### config.mk
export PLATFORM = sky130hd
export DESIGN_NAME = cfg_port_top
export DESIGN_NICKNAME = d
export VERILOG_FILES = /design/src/rtl/cfg_port_pkg.sv /design/src/rtl/cfg_key_fsm.sv /design/src/rtl/cfg_glob_regs.sv /design/src/rtl/cfg_dev_bank.sv /design/src/rtl/cfg_port_top.sv
export SDC_FILE = /design/constraint.sdc
export NUM_CORES = 1
export LEC_CHECK = 0
export ABC_CLOCK_PERIOD_IN_PS = 3200
export BUFFER_PORTS_ARGS = -buffer_cell sky130_fd_sc_hd__buf_2
export CAP_MARGIN = 20
export CELL_PAD_IN_SITES_DETAIL_PLACEMENT = 0
export CELL_PAD_IN_SITES_GLOBAL_PLACEMENT = 1
export CORE_MARGIN = 10
export CORE_UTILIZATION = 40
export CTS_BUF_LIST = sky130_fd_sc_hd__clkbuf_2
export CTS_CLUSTER_DIAMETER = 150
export DETAILED_ROUTE_END_ITERATION = 6
export HOLD_SLACK_MARGIN = 0.15
export PLACE_DENSITY = 0.74
export SKIP_CTS_REPAIR_TIMING = 1
export SLEW_MARGIN = 5
export SYNTH_ARGS = -nofsm -noshare
export SYNTH_HDL_FRONTEND = slang
export SYNTH_SLANG_ARGS = --single-unit
### constraint.sdc
create_clock -name clk -period 3.2 [get_ports clk]
set_clock_uncertainty 0.2 [all_clocks]
set_input_delay 0.48 -clock clk [delete_from_list [all_inputs] [get_ports clk]]
set_output_delay 0.48 -clock clk [all_outputs]
set_load 0.01 [all_outputs]
### src/rtl/cfg_port_pkg.sv
package cfg_port_pkg;

  localparam logic [7:0] KEY_B0 = 8'h87;
  localparam logic [7:0] KEY_B1 = 8'h01;
  localparam logic [7:0] KEY_B2 = 8'h55;
  localparam logic [7:0] KEY_B3 = 8'h55;

  localparam logic [7:0] IX_CTRL    = 8'h02;
  localparam logic [7:0] IX_DEVSEL  = 8'h07;
  localparam logic [7:0] IX_ID_HI   = 8'h20;
  localparam logic [7:0] IX_ID_LO   = 8'h21;
  localparam logic [7:0] IX_REV     = 8'h22;
  localparam logic [7:0] IX_ENABLE  = 8'h30;
  localparam logic [7:0] IX_ADDR_HI = 8'h60;
  localparam logic [7:0] IX_ADDR_LO = 8'h61;

  localparam logic [7:0] CLOSE_CODE = 8'h02;

  typedef enum logic [2:0] {
    KS_WAIT0, KS_WAIT1, KS_WAIT2, KS_WAIT3, KS_OPEN
  } key_state_e;

  function automatic logic [7:0] key_at(input key_state_e s);
    case (s)
      KS_WAIT0: key_at = KEY_B0;
      KS_WAIT1: key_at = KEY_B1;
      KS_WAIT2: key_at = KEY_B2;
      default:  key_at = KEY_B3;
    endcase
  endfunction

endpackage

### src/rtl/cfg_key_fsm.sv
module cfg_key_fsm
  import cfg_port_pkg::*;
(
  input  logic       clk,
  input  logic       rst,
  input  logic       idx_wr,
  input  logic       data_wr,
  input  logic [7:0] wdata,
  input  logic [7:0] cur_idx,
  output logic       open_o
);

  key_state_e state_q, state_d;

  always_comb begin
    state_d = state_q;
    if (state_q == KS_OPEN) begin
      if (data_wr && cur_idx == IX_CTRL && wdata == CLOSE_CODE)
        state_d = KS_WAIT0;
    end else if (idx_wr) begin
      if (wdata == key_at(state_q)) begin
        case (state_q)
          KS_WAIT0: state_d = KS_WAIT1;
          KS_WAIT1: state_d = KS_WAIT2;
          KS_WAIT2: state_d = KS_WAIT3;
          default:  state_d = KS_OPEN;
        endcase
      end else if (wdata == KEY_B0) begin
        state_d = KS_WAIT1;
      end else begin
        state_d = KS_WAIT0;
      end
    end
  end

  always_ff @(posedge clk) begin
    if (rst) state_q <= KS_WAIT0;
    else     state_q <= state_d;
  end

  assign open_o = (state_q == KS_OPEN);


  open_after_key_chk: assert property (@(posedge clk) disable iff (rst)
    $rose(open_o) |-> $past(idx_wr && wdata == KEY_B3));


  data_never_opens_chk: assert property (@(posedge clk) disable iff (rst)
    (!open_o && !idx_wr) |=> !open_o);


  close_cmd_chk: assert property (@(posedge clk) disable iff (rst)
    (open_o && data_wr && cur_idx == IX_CTRL && wdata == CLOSE_CODE) |=> !open_o);

endmodule

### src/rtl/cfg_glob_regs.sv
module cfg_glob_regs
  import cfg_port_pkg::*;
#(
  parameter logic [15:0] CHIP_ID  = 16'h6C41,
  parameter logic [3:0]  CHIP_REV = 4'h5
) (
  input  logic       clk,
  input  logic       rst,
  input  logic       open_i,
  input  logic       idx_wr,
  input  logic       data_wr,
  input  logic [7:0] wdata,
  output logic [7:0] idx_q,
  output logic [7:0] devsel_q,
  output logic [7:0] glob_rdata
);

  always_ff @(posedge clk) begin
    if (rst) begin
      idx_q    <= 8'h00;
      devsel_q <= 8'h00;
    end else if (open_i) begin
      if (idx_wr) idx_q <= wdata;
      if (data_wr && idx_q == IX_DEVSEL) devsel_q <= wdata;
    end
  end

  always_comb begin
    case (idx_q)
      IX_DEVSEL: glob_rdata = devsel_q;
      IX_ID_HI:  glob_rdata = CHIP_ID[15:8];
      IX_ID_LO:  glob_rdata = CHIP_ID[7:0];
      IX_REV:    glob_rdata = {4'h0, CHIP_REV};
      default:   glob_rdata = 8'h00;
    endcase
  end


  idx_locked_stable_chk: assert property (@(posedge clk) disable iff (rst)
    !open_i |=> $stable(idx_q));


  devsel_write_only_chk: assert property (@(posedge clk) disable iff (rst)
    !(open_i && data_wr) |=> $stable(devsel_q));

endmodule

### src/rtl/cfg_dev_bank.sv
module cfg_dev_bank
  import cfg_port_pkg::*;
#(
  parameter int NUM_DEV = 8
) (
  input  logic       clk,
  input  logic       rst,
  input  logic       wr_en,
  input  logic [7:0] idx,
  input  logic [7:0] devsel,
  input  logic [7:0] wdata,
  output logic [7:0] bank_rdata
);

  localparam int SEL_W = (NUM_DEV > 1) ? $clog2(NUM_DEV) : 1;

  logic             dev_ok;
  logic [SEL_W-1:0] sel;
  logic [NUM_DEV-1:0] act_q;
  logic [7:0] addr_hi_q [NUM_DEV];
  logic [7:0] addr_lo_q [NUM_DEV];

  assign dev_ok = (int'(devsel) < NUM_DEV);
  assign sel    = devsel[SEL_W-1:0];

  for (genvar d = 0; d < NUM_DEV; d++) begin : g_dev
    logic hit;
    assign hit = wr_en && dev_ok && (int'(sel) == d);

    always_ff @(posedge clk) begin
      if (rst) begin
        act_q[d]     <= 1'b0;
        addr_hi_q[d] <= 8'h00;
        addr_lo_q[d] <= 8'h00;
      end else if (hit) begin
        if (idx == IX_ENABLE)  act_q[d]     <= wdata[0];
        if (idx == IX_ADDR_HI) addr_hi_q[d] <= wdata;
        if (idx == IX_ADDR_LO) addr_lo_q[d] <= wdata;
      end
    end


    act_write_only_chk: assert property (@(posedge clk) disable iff (rst)
      !(wr_en && idx == IX_ENABLE) |=> $stable(act_q[d]));


    unsel_dev_stable_chk: assert property (@(posedge clk) disable iff (rst)
      !(wr_en && dev_ok && int'(sel) == d) |=> $stable(addr_hi_q[d]));
  end

  always_comb begin
    bank_rdata = 8'h00;
    if (dev_ok) begin
      case (idx)
        IX_ENABLE:  bank_rdata = {7'b0, act_q[sel]};
        IX_ADDR_HI: bank_rdata = addr_hi_q[sel];
        IX_ADDR_LO: bank_rdata = addr_lo_q[sel];
        default:    bank_rdata = 8'h00;
      endcase
    end
  end

endmodule

### src/rtl/cfg_port_top.sv
module cfg_port_top
  import cfg_port_pkg::*;
#(
  parameter logic [15:0] CHIP_ID  = 16'h6C41,
  parameter logic [3:0]  CHIP_REV = 4'h5,
  parameter int          NUM_DEV  = 8
) (
  input  logic       clk,
  input  logic       rst,
  input  logic       bus_wr,
  input  logic       bus_rd,
  input  logic       port_sel,
  input  logic [7:0] bus_wdata,
  output logic [7:0] bus_rdata,
  output logic       cfg_open
);

  logic       idx_wr, data_wr;
  logic [7:0] idx_q, devsel_q, glob_rdata, bank_rdata, rd_next;

  assign idx_wr  = bus_wr && !port_sel;
  assign data_wr = bus_wr &&  port_sel;

  cfg_key_fsm i_key (
    .clk(clk), .rst(rst), .idx_wr(idx_wr), .data_wr(data_wr),
    .wdata(bus_wdata), .cur_idx(idx_q), .open_o(cfg_open)
  );

  cfg_glob_regs #(.CHIP_ID(CHIP_ID), .CHIP_REV(CHIP_REV)) i_glob (
    .clk(clk), .rst(rst), .open_i(cfg_open), .idx_wr(idx_wr),
    .data_wr(data_wr), .wdata(bus_wdata), .idx_q(idx_q),
    .devsel_q(devsel_q), .glob_rdata(glob_rdata)
  );

  cfg_dev_bank #(.NUM_DEV(NUM_DEV)) i_bank (
    .clk(clk), .rst(rst), .wr_en(cfg_open && data_wr), .idx(idx_q),
    .devsel(devsel_q), .wdata(bus_wdata), .bank_rdata(bank_rdata)
  );

  always_comb begin
    if (!cfg_open)     rd_next = 8'hFF;
    else if (port_sel) rd_next = glob_rdata | bank_rdata;
    else               rd_next = idx_q;
  end

  always_ff @(posedge clk) begin
    if (rst)         bus_rdata <= 8'h00;
    else if (bus_rd) bus_rdata <= rd_next;
  end


  locked_read_ff_chk: assert property (@(posedge clk) disable iff (rst)
    (bus_rd && !cfg_open) |=> bus_rdata == 8'hFF);


  id_hi_read_chk: assert property (@(posedge clk) disable iff (rst)
    (bus_rd && port_sel && cfg_open && idx_q == IX_ID_HI) |=> bus_rdata == CHIP_ID[15:8]);


  rdata_hold_chk: assert property (@(posedge clk) disable iff (rst)
    !bus_rd |=> $stable(bus_rdata));


  reset_state_chk: assert property (@(posedge clk)
    rst |=> (!cfg_open && bus_rdata == 8'h00));

endmodule

# Word level (Yosys, flattened, before mapping)

Memory sizes are Yosys's and may differ from the RTL's. A register that Yosys moved wholly into a read port is not among the register bits.
Index checks and enable logic that the tools add are counted.

Logic and storage cells: 173
Memories kept: 2
Register bits after elaboration: 35
RAM bits: 128

$lt $le $gt $ge: 2
Equality and inequality tests: 22
Reduce and logical (&&, ||, !) cells: 30
Mux-type cells: 88
Bitwise gates (word level): 17

Memories:

| memory           | words | bits a word | read ports | clocked after memory_dff | wr ports | line               | text |
|---|---|---|---|---|---|---|---|
| i_bank.addr_hi_q | 8     | 8           | 1          | 1                        | 8        | cfg_dev_bank.sv:20 | `logic [7:0] addr_hi_q [NUM_DEV];` |
| i_bank.addr_lo_q | 8     | 8           | 1          | 1                        | 8        | cfg_dev_bank.sv:21 | `logic [7:0] addr_lo_q [NUM_DEV];` |

Operators by type and width:

| cell                                                                  | number |
|---|---|
| 8-bit 2-to-1 mux                                                      | 21 |
| 1-bit 2-to-1 mux                                                      | 54 |
| 8-bit by 6-bit equality test with 1-bit output, second input constant | 4 |
| 8-bit case mux with 4 select lines                                    | 1 |
| 3-bit 2-to-1 mux                                                      | 8 |
| 8-bit case mux with 3 select lines                                    | 1 |
| 2-bit AND reduction                                                   | 11 |
| 8-bit by 2-bit equality test with 1-bit output, second input constant | 2 |
| 8-bit by 7-bit equality test with 1-bit output, second input constant | 2 |
| 1-bit OR                                                              | 16 |
| 8-bit case mux with 2 select lines                                    | 1 |
| 3-bit equality test, second input constant                            | 5 |
| 1-bit logical AND                                                     | 15 |
| 3-bit by 2-bit equality test with 1-bit output, second input constant | 3 |
| 3-bit case mux with 3 select lines                                    | 1 |
| 8-bit by 3-bit equality test with 1-bit output, second input constant | 1 |
| 8-bit equality test                                                   | 1 |
| 8-bit equality test, second input constant                            | 1 |
| 8-bit by 4-bit < comparator with 1-bit output, second input constant  | 1 |
| 8-bit OR                                                              | 1 |
| 3-bit by 1-bit equality test with 1-bit output, second input constant | 2 |
| 3-bit zero test                                                       | 2 |
| 3-bit by 4-bit < comparator with 1-bit output, second input constant  | 1 |
| 1-bit binary-select mux with 3-bit select                             | 1 |
| 3 further kinds                                                       | 3 |

# Logic depth before layout (Yosys ltp)

Gate-level depths: netlist of run 1.

Word-level depth: 8
Mapped depth: 7
Depth with buffers taken out: 6

# Modules after synthesis

Synthesis of run 1 repeated with hierarchy kept, for this count alone.

Cells, all modules: 628
Area total of the unflattened synthesis: 7,721.2 µm²

Modules (own cells, without submodules):

| module        | times used | cells an instance | sequential area each (µm²) | area each (µm²) |
|---|---|---|---|---|
| cfg_dev_bank  | 1          | 451               | 4,003.8                    | 6,248.5 |
| cfg_glob_regs | 1          | 94                | 320.3                      | 795.8 |
| cfg_port_top  | 1          | 40                | 160.2                      | 371.6 |
| cfg_key_fsm   | 1          | 43                | 60.1                       | 305.3 |

# Worst setup path after synthesis of run 1

OpenSTA, ideal clock, no wires.

Path kind: flip-flop to flip-flop
Start point: register i_key.state_q[0]
End point: memory i_bank.addr_hi_q[1][0], enable pin
Setup slack: 0.522 ns
Arrival time: 2.104 ns
Library setup time: 0.375 ns
Cell stages (with the launch flop): 7
Data required time: 2.625 ns
Cell sequence: dfxtp_1 > buf_4 > or3b_1 > nor4_4 > buf_2 > nand3_1 > o21bai_1

RTL lines:

| item                   | line               | text |
|---|---|---|
| start, declared        | cfg_key_fsm.sv:13  | `key_state_e state_q, state_d;` |
| start signal, assigned | cfg_key_fsm.sv:38  | `else state_q <= state_d;` |
| end, declared          | cfg_dev_bank.sv:20 |  |

# Final worst setup path of run 1

Start point: input bus_wdata[1]
End point: register i_key.state_q[0]

Word-level cells in the longest chain between the ends: 5

Ends and longest elaborated chain:

| item                | line               | text |
|---|---|---|
| start, declared     | cfg_port_top.sv:13 | `input logic [7:0] bus_wdata,` |
| 8-bit equality test | cfg_key_fsm.sv:28  | `end else if (wdata == KEY_B0) begin` |
| 1-bit 2-to-1 mux    | cfg_key_fsm.sv:28  |  |
| 3-bit 2-to-1 mux    | cfg_key_fsm.sv:21  | `if (wdata == key_at(state_q)) begin` |
| 3-bit 2-to-1 mux    | cfg_key_fsm.sv:20  | `end else if (idx_wr) begin` |
| 3-bit 2-to-1 mux    | cfg_key_fsm.sv:17  | `if (state_q == KS_OPEN) begin` |

Parallel ways exist; a longest one is shown, timed or not. The select of a mux whose other input is x is not followed.
A chain may end at the register's enable or synchronous reset.

==> results of run 1 <==
flip-flops by register name, indices dropped and copies added (netlist names), named ones only:
register / count
bus_rdata: 8
i_bank.act_q: 8
i_glob.idx_q: 8
i_glob.devsel_q: 8
i_key.state_q: 3
i_bank.addr_lo_q: 64
i_bank.addr_hi_q: 64
final cells by class:
cell class / count / area (µm²)
inverters: 3 / 11.3
clock buffers: 17 / 85.1
multi-input cells: 397 / 3100
well taps: 265 / 332
clock inverters: 15 / 166
repair buffers: 66 / 495
diodes: 1 / 2.50
fillers: 1768 / 10600
flip-flops and latches: 166 / 4610
layer usage:
metal | up-vias | share of wire (%) | track usage (%)
met5 | - | 0 | 0
met4 | 0 | 1.6 | 4.13
met3 | 15 | 5.0 | 2.91
met2 | 144 | 50 | 23.7
met1 | 2487 | 43 | 19.8
li1 | 2334 | - | -
power by group through the flow:
stage / Combinational [W] / Sequential (W) / Clock [W]
global placement: 0.000201 / 0.00247 / 0
floorplan: 0.000111 / 0.00247 / 0
global route: 0.000233 / 0.00244 / 0.00128
detailed placement: 0.000204 / 0.00247 / 0
finish: 0.000218 / 0.00243 / 0.00117
CTS: 0.000205 / 0.00243 / 0.00119
cells in the mapped netlist, drive strengths merged:
master / number / share of area, %
and2: 130 / 10
edfxtp: 128 / 49
nor2: 65 / 3.1
mux2i: 40 / 5.1
dfxtp: 38 / 9.6
clkbuf: 37 / 1.8
mux4: 33 / 9.4
o21bai: 17 / 1.6
nand3: 13 / 0.83
nor4: 12 / 1.2
nand2: 11 / 0.52
nand4: 10 / 0.87
a221oi: 8 / 0.97
o22ai: 8 / 0.63
buf: 6 / 0.40
o21ai: 6 / 0.38
nor2b: 5 / 0.40
a21oi: 4 / 0.25
inv: 3 / 0.14
mux2: 3 / 0.43
nor3: 3 / 0.19
and3: 2 / 0.16
and3b: 2 / 0.22
nand3b: 2 / 0.19
nand4b: 2 / 0.22
o211ai: 2 / 0.19
or3b: 2 / 0.22
or4: 2 / 0.19
or4b: 2 / 0.25
a221o: 1 / 0.13
a2bb2oi: 1 / 0.11
a31oi: 1 / 0.079
and4b: 1 / 0.13
nand2b: 1 / 0.079
nand4bb: 1 / 0.14
nor3b: 1 / 0.095
o32ai: 1 / 0.11
o41ai: 1 / 0.11
or3: 1 / 0.079
or4bb: 1 / 0.14
xnor2: 1 / 0.11
xor2: 1 / 0.11
critical path: cells and delay by family:
| family | cells | cell delay, ns |
|---|---|---|
| buffers and inverters | 4 | 2.16 |
| multiplexers | 1 | 0.12 |
| AO/OA/AOI/OAI | 2 | 0.65 |
| AND/OR/NAND/NOR | 1 | 0.12 |
through the flow:
| step | setup slack (ns) | total power (W) | hold WS [ns] |
|---|---|---|---|
| 2_1_floorplan | 0.522 | 0.00258 | 0.258 |
| 3_3_place_gp | 0.483 | 0.00267 | 0.273 |
| 3_5_place_dp | 0.426 | 0.00268 | 0.280 |
| 4_1_cts | 0.371 | 0.00382 | -0.173 |
| 5_1_grt | -0.00975 | 0.00395 | 0.324 |
| 6_report | 0.148 | 0.00381 | 0.308 |
path summary, 6_finish.rpt:
path	from	endpoint	slack, ns
hold / removal	bus_rdata[1]	bus_rdata[1]	0.31
setup reg to reg	i_key.state_q[0]	i_key.state_q[0]	0.19
setup / recovery	bus_wdata[1]	i_key.state_q[0]	0.15
hold reg to reg	bus_rdata[1]	bus_rdata[1]	0.31
cells by family (layout without fill, tap and decap cells):
| group | Yosys count | in the layout | synth area share (%) |
|---|---|---|---|
| mux | 76 | 76 | 14.9 |
| flops | 166 | 166 | 58.4 |
| other cells | 0 | 1 | 0 |
| buf+inv | 46 | 101 | 2.30 |
| compound gates | 50 | 50 | 4.59 |
| xor+xnor | 2 | 2 | 0.222 |
| simple gates | 269 | 269 | 19.6 |
cell usage in the layout, fill, tap and decap left out, types with 5 or more instances in the layout:
master and count:
dfxtp_1 37, and2_1 130, nor2b_1 5, a221oi_1 7, buf_2 21, edfxtp_1 128, nand4_1 9, nor2_1 65
clkbuf_2 17, dlygate4sd3_1 16, nand3_1 13, buf_4 28, nand2_1 11, o21bai_1 17, o22ai_1 8, nor4_1 10
mux2i_1 40, inv_6 7, mux4_2 33, o21ai_0 6
==> results by group, run 1 <==
Run status
  – Status: finished, final reports clean

Routing
  – Total Wirelength: 19,100 µm
  – DRT iter0 DRCs: 407
  – Mean number of vias per cell: 5.35
  – DRC: 0
  – WL/cell: 20.5 µm
  – DR pass1 iterations: 5
  – Vias: 4,980
  – Antenna Nets Post-Route: 0

Finish
  – Area grow syn2layout: 11.6%
  – Final Instance Area: 8800 µm²
  – Final core occ: 45.3%
  – Layout cell share with drive strength beyond 1: between 10% and 20%
  – Nets: 664
  – Fin cells: 930

Clock tree
  – Htree depth: 4
  – CTS tree: done
  – Num CTS Buffers: 17
  – Root buf cell: clkbuf_2
  – Clock sink total: 166
  – Clock transition at path regs: 0.25 ns
  – Clk buf depth: 2
  – Clock latency on the worst-skew pair: 0.73 ns

Placed design
  – Cells after DPL: 881
  – IO buf count: 21
  – Placed cell area: 8380 µm²
  – Final weighted congestion in routability-driven placement: 0.834
  – Placed wire-length estimate: 12,400 µm

Setup path
  – CP Launch Type: primary input
  – CP arrival: 3.53 ns
  – Critical path type: in2reg
  – Slowest stage cell, crit path: dlygate4sd3_1
  – Top cell by count, worst path: dlygate4sd3_1
  – Slowest stage delay, CP: 0.61 ns
  – Worst reg2reg path depth: 6
  – Crit-path cells: dlygate4sd3_1 > buf_2 > nand3_1 > dlygate4sd3_1 > a221oi_2 > mux2i_1 > o41ai_1 > dlygate4sd3_1
  – CP Data Required Time: about 3.7 ns
  – Worst Path Max Fanout: 22
  – CP endpoint kind: flop

Power and ir drop
  – Max VDD drop: 0.192 mV
  – Net Sw Frac: 24.9%
  – Static leakage: 3.13 nW
  – Clk pwr share: 30.7%
  – Net Switching: 0.000949 W
  – Sequential Power Share: 63.6%
  – Combinational group share of total power: 5.7%
  – Pint: 0.00286 W
  – Pwr Density: between 400 and 500 nW/µm²

Hold path
  – Worst hold path type: reg2reg
  – Hold Crit Depth: 2

GRT
  – Total gr overflow: 0
  – Vias in the first global route: around 5,000
  – Gr usage total: approximately 15%
  – First-pass GRT wire length: 29,300 µm
  – Initial antenna violation count: 1
  – Largest net degree at the start of global routing: 53

Timing
  – Final number of setup-violating endpoints: 0
  – Min Tclk post-route: ~3.1 ns
  – Final period utilization: 95.4%
  – Fin. max-slew vios: 0
  – Fin Setup TNS: 0 ns
  – Least-Margin Pin Slew: approximately 0.74 ns
  – Fin. Hold Viols: 0
  – Fmax: between 300 and 400 MHz
  – Slew headroom: between 50% and 60%

Floorplanning
  – Die area: 25,700 µm²
  – Die height: 160 µm
  – Die width: 160 µm
  – # IOs: 22
  – CORE AREA: 19,400 µm²
  – Std-Cell Rows: 51
  – Initial Util: 40.6%

Synthesis
  – Area of the mapped netlist: 7890 µm²
  – Syn avg cell area: between 10 and 15 µm²
  – Unique masters post-synth: 49
  – #FFs+latches synth: 166
  – Syn_nets: 622
  – Synthesis Warnings: 0
  – Cells after Synth: 609
  – Sequential fraction of the synthesis area: 58.4%

Job
  – Reported max-cap violation count: 0
No activity file was read; power rests on OpenSTA's default activity.
==> run 2, diff against run 1 <==
--- a/config.mk
+++ b/config.mk
@@ -16,7 +16,7 @@
 export CTS_CLUSTER_DIAMETER = 150
 export DETAILED_ROUTE_END_ITERATION = 6
 export HOLD_SLACK_MARGIN = 0.15
-export PLACE_DENSITY = 0.74
+export PLACE_DENSITY_LB_ADDON = 0.12
 export SKIP_CTS_REPAIR_TIMING = 1
 export SLEW_MARGIN = 5
 export SYNTH_ARGS = -nofsm -noshare
==> constraint.sdc (replaced) <==
create_clock -name clk -period 3.2 [get_ports clk]
set_clock_uncertainty 0.2 [all_clocks]
set_input_delay 0.48 -clock clk [delete_from_list [all_inputs] [get_ports clk]]
set_output_delay 0.48 -clock clk [all_outputs]
set_load 0.005 [all_outputs]
==> run 2 against run 1 <==
Compared with the run above:
- power fell by 2.2%
- global-route usage grew 1.4 points
- cell count is 0.75% higher
- largest cell class unchanged
- sequential share of layout area is 0.24 points lower
- flip-flop and latch count is the same
- core utilization is 0.21 points higher
- first-iteration DRC count down 27%
- hold slack better by 0.0018 ns
- register-to-register slack worse by 0.04 ns
- sequential power about the same
- setup slack better by 0.0013 ns
- fmax about the same
==> results by group, run 2 (synthesis gave the netlist of run 1 again) <==
Finish
  – Nets: 671 (was 664)
  – Biggest regs: i_bank.addr_hi_q: 64 flops, i_bank.addr_lo_q: 64 flops (unchanged)
  – Layout cell share with drive strength beyond 1: 19.4% (was 18.5%)
  – Register area: 4610 µm² (unchanged)
  – Fin cells: 937 (was 930)
  – Area grow syn2layout: 12.1% (was 11.6%)
  – Area occupied by multi-input gates: 3100 µm² (unchanged)
  – Commonest non-fill, non-tap cell in the layout: and2_1 (unchanged)
  – FILL cells: 1,824 (was 1,768)
  – Commonest non-fill, non-tap cells in the layout: and2_1, edfxtp_1, nor2_1, mux2i_1, dfxtp_1 (unchanged)

Timing
  – Final number of setup-violating endpoints: 0 (unchanged)
  – Least-Margin Pin Slew: 0.745 ns (was 0.742 ns)
  – Fmax: 328 MHz (about the same)
  – Slew headroom: 50.2% (was 50.5%)
  – Final period utilization: 95.3% (was 95.4%)
  – Hold WS: 0.310 ns (was 0.308 ns)
  – Fin. max-slew vios: 0 (unchanged)
  – Fin. Hold Viols: 0 (unchanged)
  – Min Tclk post-route: 3.05 ns (about the same)

Clock tree
  – Clock transition at path regs: 0.29 ns (was 0.25 ns)
  – Clock sink total: 166 (unchanged)
  – Clock latency on the worst-skew pair: 0.76 ns (was 0.73 ns)
  – Root buf cell: clkbuf_2 (unchanged)
  – CTS tree: done (unchanged)
  – Clk buf depth: 2 (unchanged)
  – Num CTS Buffers: 17 (unchanged)
  – Htree depth: 4 (unchanged)

Power and ir drop
  – Static leakage: 3.16 nW (was 3.13 nW)
  – Max VDD drop: 0.197 mV (was 0.192 mV)
  – Pwr Density: 422 nW/µm² (was 433 nW/µm²)

Routing
  – Vias: 5,022 (was 4,980)
  – Total Wirelength: 20,500 µm (was 19,100 µm)
  – Mean number of vias per cell: 5.36 (was 5.35)
  – WL/cell: 21.9 µm (was 20.5 µm)
  – DRT iter0 DRCs: 299 (was 407)
  – DR pass1 iterations: 5 (unchanged)
  – Antenna Nets Post-Route: 0 (unchanged)
  – DRC: 0 (unchanged)

Hold path
  – Worst hold path type: reg2reg (unchanged)
  – Hold Crit Depth: 2 (unchanged)
  – Hold endpoint: bus_rdata[1] (unchanged)
  – HP Start: bus_rdata[1] (unchanged)

GRT
  – Vias in the first global route: 5,011 (was 5,019)
  – Gr usage total: 16.1% (was 14.8%)
  – Total gr overflow: 0 (unchanged)
  – Initial antenna violation count: 1 (unchanged)
  – First-pass GRT wire length: 31,300 µm (was 29,300 µm)
  – Largest net degree at the start of global routing: 53 (unchanged)

Setup path
  – Worst reg2reg path depth: 6 (unchanged)
  – Critical path type: reg2reg (was in2reg)
  – Slowest stage delay, CP: 0.61 ns (about the same)
  – CP arrival: 3.59 ns (was 3.53 ns)
  – CP Data Required Time: 3.73 ns (was 3.68 ns)
  – CP Launch Type: flop (was primary input)
  – Worst Path Max Fanout: 8 (was 22)
  – Slowest stage cell, crit path: dlygate4sd3_1 (unchanged)
  – CP Depth: 6 (was 8)
  – Worst R2R Start: i_key.state_q[0] (unchanged)
  – Crit-path cells: or3b_1 > or4_1 > a221oi_2 > mux2i_1 > o41ai_1 > dlygate4sd3_1 (was dlygate4sd3_1 > buf_2 > nand3_1 > dlygate4sd3_1 > a221oi_2 > mux2i_1 > o41ai_1 > dlygate4sd3_1)
  – CP Buf/Inv Count: 1 (was 4)
  – Reg2reg end: i_key.state_q[0] (unchanged)
  – R2R setup slack: 0.15 ns (was 0.19 ns)
  – Top Family by Delay on Critical Path: simple AND/OR/NAND/NOR gates (was buffers and inverters)
  – CP endpoint kind: flop (unchanged)

Placed design
  – Cells after DPL: 887 (was 881)
  – Placed wire-length estimate: 13,400 µm (was 12,400 µm)
  – IO buf count: 21 (unchanged)
  – Final weighted congestion in routability-driven placement: 0.810 (was 0.834)

Job
  – Reported max-cap violation count: 0 (unchanged)

Floorplanning
  – Die width: 160 µm (unchanged)
  – Std-Cell Rows: 51 (unchanged)
  – CORE AREA: 19,400 µm² (unchanged)
  – Initial Util: 40.6% (unchanged)
  – Die area: 25,700 µm² (unchanged)
  – Die height: 160 µm (unchanged)
  – # IOs: 22 (unchanged)

Run status
  – Status: finished, final reports clean (unchanged)
run 2: worst min-delay path: cells and delay by family, from the launching register on:
kind          cells  cell delay [ns]
simple gates      2             0.14
flops             1             0.37
run 2: layout make-up:
type / instances / share of cell area [%]
clock inverter: 15 / 1.57
inverter: 3 / 0.127
antenna: 1 / 0.0283
sequential: 166 / 52.1
timing repair buffer: 73 / 6.37
tap: 265 / 3.75
clock buffer: 17 / 0.963
multi-input combinational: 397 / 35.1
run 2: how the worst max path moves through the flow:
| stage | start | end | slack (ns) |
|---|---|---|---|
| after floorplan | i_key.state_q[0] | i_bank.addr_hi_q[1][0] | 0.52 |
| after global placement | i_key.state_q[2] | i_bank.addr_lo_q[3][0] | 0.40 |
| after detailed placement | i_key.state_q[2] | i_bank.addr_lo_q[2][0] | 0.39 |
| after CTS | i_key.state_q[2] | i_bank.addr_lo_q[2][0] | 0.30 |
| after global routing | i_key.state_q[0] | i_key.state_q[0] | -0.04 |
| final | i_key.state_q[0] | i_key.state_q[0] | 0.15 |
run 2: through the flow:
step           setup slack [ns]  TNS, ns  utilization [%]  power, W  cell area [µm²]
2_1_floorplan             0.522        0                -   0.00258             7890
3_3_place_gp              0.399        0             43.5   0.00268             8440
3_5_place_dp              0.390        0             43.5   0.00268             8440
4_1_cts                   0.302        0             44.7   0.00376             8660
5_1_grt                 -0.0384  -0.0384             45.6   0.00388             8840
6_report                  0.149        0             45.6   0.00373             8840
run 2: metal layers:
metal / GRT usage [%] / up-vias / routed length [µm]
li1: - / 2348 / -
met1: 21.7 / 2557 / 9270
met2: 25.9 / 104 / 10200
met3: 3.37 / 13 / 858
met4: 4.13 / 0 / 206
met5: 0 / - / 0
run 2: report_power, final:
group | switching [W] | internal [W] | leakage (nW) | total, W
sequential | 0.0000254 | 0.00240 | 1.52 | 0.00243
clock | 0.000841 | 0.000240 | 0.131 | 0.00108
combinational | 0.000136 | 0.0000846 | 1.51 | 0.000220
total | 0.00100 | 0.00273 | 3.16 | 0.00373
